**config.mk**
```make
export PLATFORM = sky130hd
export DESIGN_NAME = frame_timer
export DESIGN_NICKNAME = d
export VERILOG_FILES = /design/src/rtl/ft_pkg.sv /design/src/rtl/ft_edge_sync.sv /design/src/rtl/ft_period_counter.sv /design/src/rtl/ft_mute_ctrl.sv /design/src/rtl/frame_timer.sv
export SDC_FILE = /design/constraint.sdc
export NUM_CORES = 1
export LEC_CHECK = 0
export CAP_MARGIN = 30
export CORE_ASPECT_RATIO = 0.5
export CORE_MARGIN = 2
export CORE_UTILIZATION = 30
export DETAILED_ROUTE_END_ITERATION = 7
export SLEW_MARGIN = 40
export SYNTH_ARGS = -nofsm -noshare
export SYNTH_HDL_FRONTEND = slang
export SYNTH_SLANG_ARGS = --single-unit
```
**constraint.sdc**
```tcl
create_clock -name clk -period 2.2 [get_ports clk]
set_input_delay 0.22 -clock clk [delete_from_list [all_inputs] [get_ports clk]]
set_output_delay 0.22 -clock clk [all_outputs]
set_load 0.02 [all_outputs]
```
**src/rtl/ft_pkg.sv**
```systemverilog
package ft_pkg;

    typedef enum logic {
        ALIGN_WAIT = 1'b0,
        ALIGN_RUN  = 1'b1
    } align_t;

endpackage

```
**src/rtl/ft_edge_sync.sv**
```systemverilog
module ft_edge_sync #(
    parameter int STAGES = 2
) (
    input  logic clk,
    input  logic rst_n,
    input  logic async_in,
    output logic rise
);

    typedef struct packed {
        logic [STAGES-1:0] chain;
        logic              prev;
    } sync_t;

    sync_t sync_d, sync_q;

    always_comb begin
        sync_d       = sync_q;
        sync_d.chain = {sync_q.chain[STAGES-2:0], async_in};
        sync_d.prev  = sync_q.chain[STAGES-1];
    end

    // Reset to ones: an input already high at release is not an edge.
    always_ff @(posedge clk or negedge rst_n) begin
        if (!rst_n) begin
            sync_q <= '1;
        end else begin
            sync_q <= sync_d;
        end
    end

    assign rise = sync_q.chain[STAGES-1] & ~sync_q.prev;

    assert_rise_single_R5: assert property (@(posedge clk) disable iff (!rst_n)
        rise |=> !rise);

endmodule

```
**src/rtl/ft_period_counter.sv**
```systemverilog
module ft_period_counter
    import ft_pkg::*;
#(
    parameter int NORMAL_PERIOD = 384,
    parameter int DOUBLE_PERIOD = 192,
    localparam int CW = $clog2(NORMAL_PERIOD)
) (
    input  logic          clk,
    input  logic          rst_n,
    input  logic          rise,
    input  logic          speed_dbl,
    output logic          running,
    output logic          dbl,
    output logic [CW-1:0] cnt,
    output logic          wrap
);

    localparam logic [CW-1:0] LAST_NORMAL = CW'(NORMAL_PERIOD - 1);
    localparam logic [CW-1:0] LAST_DOUBLE = CW'(DOUBLE_PERIOD - 1);

    typedef struct packed {
        align_t        st;
        logic          dbl;
        logic [CW-1:0] cnt;
    } ctr_t;

    ctr_t ctr_d, ctr_q;
    logic [CW-1:0] last;

    always_comb begin
        ctr_d = ctr_q;
        last  = ctr_q.dbl ? LAST_DOUBLE : LAST_NORMAL;
        wrap  = (ctr_q.st == ALIGN_RUN) && (ctr_q.cnt == last);
        if (ctr_q.st == ALIGN_WAIT) begin
            if (rise) begin
                ctr_d.st  = ALIGN_RUN;
                ctr_d.cnt = '0;
                ctr_d.dbl = speed_dbl;
            end
        end else if (wrap) begin
            ctr_d.cnt = '0;
            ctr_d.dbl = speed_dbl;
        end else begin
            ctr_d.cnt = ctr_q.cnt + 1'b1;
        end
    end

    always_ff @(posedge clk or negedge rst_n) begin
        if (!rst_n) begin
            ctr_q <= '{st: ALIGN_WAIT, dbl: 1'b0, cnt: '0};
        end else begin
            ctr_q <= ctr_d;
        end
    end

    assign running = (ctr_q.st == ALIGN_RUN);
    assign dbl     = ctr_q.dbl;
    assign cnt     = ctr_q.cnt;

    assert_cnt_in_range_R1: assert property (@(posedge clk) disable iff (!rst_n)
        running |-> (cnt <= LAST_NORMAL));

    assert_double_in_range_R2: assert property (@(posedge clk) disable iff (!rst_n)
        (running && dbl) |-> (cnt <= LAST_DOUBLE));

    assert_wait_at_zero_R4: assert property (@(posedge clk) disable iff (!rst_n)
        !running |-> (cnt == '0));

    assert_stay_locked_R6: assert property (@(posedge clk) disable iff (!rst_n)
        running |=> running);

    assert_speed_held_R10: assert property (@(posedge clk) disable iff (!rst_n)
        (running && $past(running) && cnt != '0) |-> $stable(dbl));

endmodule

```
**src/rtl/ft_mute_ctrl.sv**
```systemverilog
module ft_mute_ctrl #(
    parameter int MUTE_PERIODS = 8,
    localparam int PW = $clog2(MUTE_PERIODS + 1)
) (
    input  logic clk,
    input  logic rst_n,
    input  logic running,
    input  logic wrap,
    output logic mute
);

    localparam logic [PW-1:0] DONE = PW'(MUTE_PERIODS);

    typedef struct packed {
        logic [PW-1:0] periods;
    } mute_t;

    mute_t mute_d, mute_q;

    always_comb begin
        mute_d = mute_q;
        if (wrap && mute_q.periods != DONE) begin
            mute_d.periods = mute_q.periods + 1'b1;
        end
    end

    always_ff @(posedge clk or negedge rst_n) begin
        if (!rst_n) begin
            mute_q <= '{periods: '0};
        end else begin
            mute_q <= mute_d;
        end
    end

    assign mute = !running || (mute_q.periods != DONE);

    assert_mute_before_lock_R7: assert property (@(posedge clk) disable iff (!rst_n)
        !running |-> mute);

    assert_mute_stays_off_R7: assert property (@(posedge clk) disable iff (!rst_n)
        (!mute && running) |=> !mute);

endmodule

```
**src/rtl/frame_timer.sv**
```systemverilog
module frame_timer #(
    parameter int NORMAL_PERIOD = 384,
    parameter int DOUBLE_PERIOD = 192,
    parameter int MUTE_PERIODS  = 8,
    parameter int SYNC_STAGES   = 2
) (
    input  logic clk,
    input  logic rst_n,
    input  logic speed_dbl,
    input  logic frame_clk,
    output logic sample_stb,
    output logic left_stb,
    output logic right_stb,
    output logic chan_phase,
    output logic mute
);

    localparam int CW = $clog2(NORMAL_PERIOD);
    localparam logic [CW-1:0] HALF_NORMAL = CW'(NORMAL_PERIOD / 2);
    localparam logic [CW-1:0] HALF_DOUBLE = CW'(DOUBLE_PERIOD / 2);

    logic          rise;
    logic          running;
    logic          dbl;
    logic          wrap;
    logic [CW-1:0] cnt;
    logic [CW-1:0] half;

    ft_edge_sync #(
        .STAGES(SYNC_STAGES)
    ) i_sync (
        .clk     (clk),
        .rst_n   (rst_n),
        .async_in(frame_clk),
        .rise    (rise)
    );

    ft_period_counter #(
        .NORMAL_PERIOD(NORMAL_PERIOD),
        .DOUBLE_PERIOD(DOUBLE_PERIOD)
    ) i_counter (
        .clk      (clk),
        .rst_n    (rst_n),
        .rise     (rise),
        .speed_dbl(speed_dbl),
        .running  (running),
        .dbl      (dbl),
        .cnt      (cnt),
        .wrap     (wrap)
    );

    ft_mute_ctrl #(
        .MUTE_PERIODS(MUTE_PERIODS)
    ) i_mute (
        .clk    (clk),
        .rst_n  (rst_n),
        .running(running),
        .wrap   (wrap),
        .mute   (mute)
    );

    always_comb begin
        half       = dbl ? HALF_DOUBLE : HALF_NORMAL;
        sample_stb = running && (cnt == '0);
        left_stb   = running && (cnt == '0);
        right_stb  = running && (cnt == half);
        chan_phase = running && (cnt < half);
    end

    assert_stb_one_cycle_R1: assert property (@(posedge clk) disable iff (!rst_n)
        sample_stb |=> !sample_stb);

    assert_lr_exclusive_R9: assert property (@(posedge clk) disable iff (!rst_n)
        $onehot0({left_stb, right_stb}));

    assert_phase_falls_at_right_R8: assert property (@(posedge clk) disable iff (!rst_n)
        right_stb |-> !chan_phase);

    assert_phase_high_at_stb_R8: assert property (@(posedge clk) disable iff (!rst_n)
        sample_stb |-> chan_phase);

endmodule

```
==> flow_metrics.env <==
export IMPL_clk_latency_ns=0.26
export IMPL_grt_first_pass_wirelength_um=3520
export IMPL_core_sq_um=3100
export IMPL_synth_seq_cells=18
export IMPL_reg2reg_setup_slack_ns=0.29
export IMPL_hold_violations=0
export IMPL_hpwl_um=1510
export IMPL_post_cts_setup_buffer_count=0
export IMPL_drv_slew=0
export IMPL_stdcell_area_sq_um=1260
export IMPL_slew_headroom=0.771
export IMPL_crit_fanout=2
export IMPL_grt_max_degree=14
export IMPL_min_path_type="input port to asynchronous set/reset pin"
export IMPL_vdd_drop_max_v=0.000277
export IMPL_clock_sinks=18
export IMPL_num_nets_final=136
export IMPL_layout_commonest_cell="dfrtp_1"
export IMPL_r2r_end="i_mute.mute_q[1]"
export IMPL_skew_ns=0.00284
export IMPL_yosys_warnings=0
export IMPL_start_util=0.325
export IMPL_cts_tree="done"
export IMPL_die_w_um=86.0
export IMPL_ant_nets=0
export IMPL_syn_inst=106
export IMPL_wl_per_cell_um=12.1
export IMPL_grtUsageTotal=0.122
export IMPL_wl_um=2000
export IMPL_most_common_layout_cells="15 x dfrtp_1, 12 x o21ai_0, 12 x buf_4, 10 x nand2_1, 8 x inv_1"
export IMPL_synth_cell_types=31
export IMPL_cts_buffers=3
export IMPL_placementRows=14
export IMPL_tns_ns=0
export IMPL_syn_area_sq_um=1010
export IMPL_grt_pass1_vias=786
export IMPL_reg2regPathDepth=6
export IMPL_dpl_instance_area_sq_um=1210
export IMPL_antenna_cells=0
export IMPL_drc_errors=0
export IMPL_synth_nets=116
export IMPL_antenna_found_initial=0
export IMPL_fin_ws_ns=0.0297
export IMPL_grt_overflow_total=0
export IMPL_setup_viol=0
export IMPL_critPathArrivalTime_ns=1.95
export IMPL_rr_startpoint="i_counter.cnt[0]"
export IMPL_worstSetupPathType="flip-flop to output pin"
export IMPL_worst_setup_path_start_kind="flip-flop"
export IMPL_max_cap_viol_count=0
export IMPL_gp_congestion=0.774
export IMPL_cp_end_kind="output pin"
export IMPL_cts_htree_levels=1
export IMPL_die_y_um=45.0
export IMPL_status="complete, no violations"
export IMPL_fmax_mhz=461
export IMPL_max_slew_worst_pin_slew_ns=0.344
export IMPL_drt_pass1_iter_count=4
export IMPL_drt_iter0_drc=36
export IMPL_portBuffers=8
export IMPL_required_ns=1.98
export IMPL_rsz0062_at_grt="yes"
export IMPL_cts_max_path_buffers=2
export IMPL_drive_gt1_frac=0.200
export IMPL_place_ws_ns=-0.0352
export IMPL_fin_crit_ns=2.17
export IMPL_cts_clk_slew_worst_paths_ns=0.07
export IMPL_syn2layout_area_growth_pct=24.9
export IMPL_io_pin_count=9
export IMPL_timing_final_crit_share=0.986
export IMPL_avgSynthCellArea_sq_um=9.51
export IMPL_via_per_inst=4.98
export IMPL_leakagePower_nw=0.564
export IMPL_p_per_area_nw_per_um2=874
export IMPL_fp_dieArea_sq_um=3870
export IMPL_num_vias=821
export IMPL_seq_area_frac_synth=0.450
export IMPL_cts_root_buf="clkbuf_8"
area by class of cell:
type                       instances  area, sq um
fill                             301         1840
timing repair buffer              20          169
sequential                        18          454
multi-input combinational         75          502
tap                               40         50.0
clock buffer                       4         55.1
inverter                           8         30.0
metal layers:
| layer | share of wire | up-vias | track usage |
|---|---|---|---|
| met5 | 0 | - | 0 |
| met4 | 0.016 | 0 | 0.0476 |
| met3 | 0.032 | 4 | 0.0384 |
| met2 | 0.46 | 9 | 0.203 |
| met1 | 0.49 | 387 | 0.151 |
| li1 | - | 421 | - |
Yosys cell counts (all sizes together):
cell type  instances  area (sq um)
ha                 6          75.1
dfstp              3          78.8
and4               1          11.3
xor2               2          17.5
nor3b              1          7.51
nor4               4          25.0
a21oi              6          30.0
nor3               3          15.0
inv                8          30.0
o31ai              1          7.51
nand2             10          37.5
nor4b              1          8.76
or4                2          18.8
nor2               5          18.8
nor4bb             1          10.0
o211ai             3          22.5
mux2               2          26.3
nand4              4          25.0
dfrtp             15           375
clkbuf             1          3.75
o21ai             12          60.1
and3b              1          8.76
buf                4          25.0
nand2b             2          12.5
nand3              6          42.5
a31oi              1          6.26
xnor2              1          8.76
cells by family after synthesis:
family,count (synthesis),share of synthesized area
flip-flops,18,0.450
AND/OR/NAND/NOR,41,0.239
multiplexers,2,0.0260
adder cells (fa/ha/maj),6,0.0744
XOR/XNOR,3,0.0261
buffers and inverters,13,0.0583
AO/OA/AOI/OAI,23,0.125
metrics by stage:
step | hold slack, ns | cells | total power, mW | util
global route | 0.213 | 165 | 1.19 | 0.406
CTS | 0.199 | 165 | 1.12 | 0.406
finish | 0.201 | 165 | 1.10 | 0.406
global placement | 0.346 | 161 | 0.838 | 0.389
floorplan | -0.0756 | 106 | 0.693 | -
detailed placement | 0.349 | 161 | 0.841 | 0.389
timing repair:
item,4_1_cts,5_1_grt
hold buffers,0,0
gates resized for setup,3,5
endpoints found under the setup margin,3,3
how the worst max path moves through the flow:
stage	start	to	slack, ns	cells after the start
CTS	i_counter.cnt[1]	sample_stb	-0.02	6
detailed placement	i_counter.cnt[1]	sample_stb	-0.04	6
global placement	i_counter.cnt[1]	sample_stb	0.06	6
floorplan	i_counter.cnt[0]	sample_stb	0.17	6
global route	i_counter.cnt[1]	left_stb	-0.08	6
finish	i_counter.cnt[1]	sample_stb	0.03	6
critical path, stage by stage, from the launching register on:
cell and delay [ns]:
dfrtp_1 0.38, inv_1 0.07, ha_1 0.14, nand2b_1 0.05, or4_1 0.51, nor4_2 0.19, dlygate4sd1_1 0.35
sequential cells by signal (all words and copies together) (netlist names):
register / cells
i_sync.sync_q: 1
i_counter.cnt: 9
i_counter.running: 1
i_sync.sync_d: 2
i_mute.mute_q: 4
i_counter.dbl: 1
power breakdown:
part | total, mW | internal [mW] | switching [mW]
sequential | 0.445 | 0.397 | 0.0478
combinational | 0.380 | 0.172 | 0.209
clock | 0.275 | 0.159 | 0.116
total | 1.10 | 0.728 | 0.372
No activity file was read; power rests on OpenSTA's default activity.
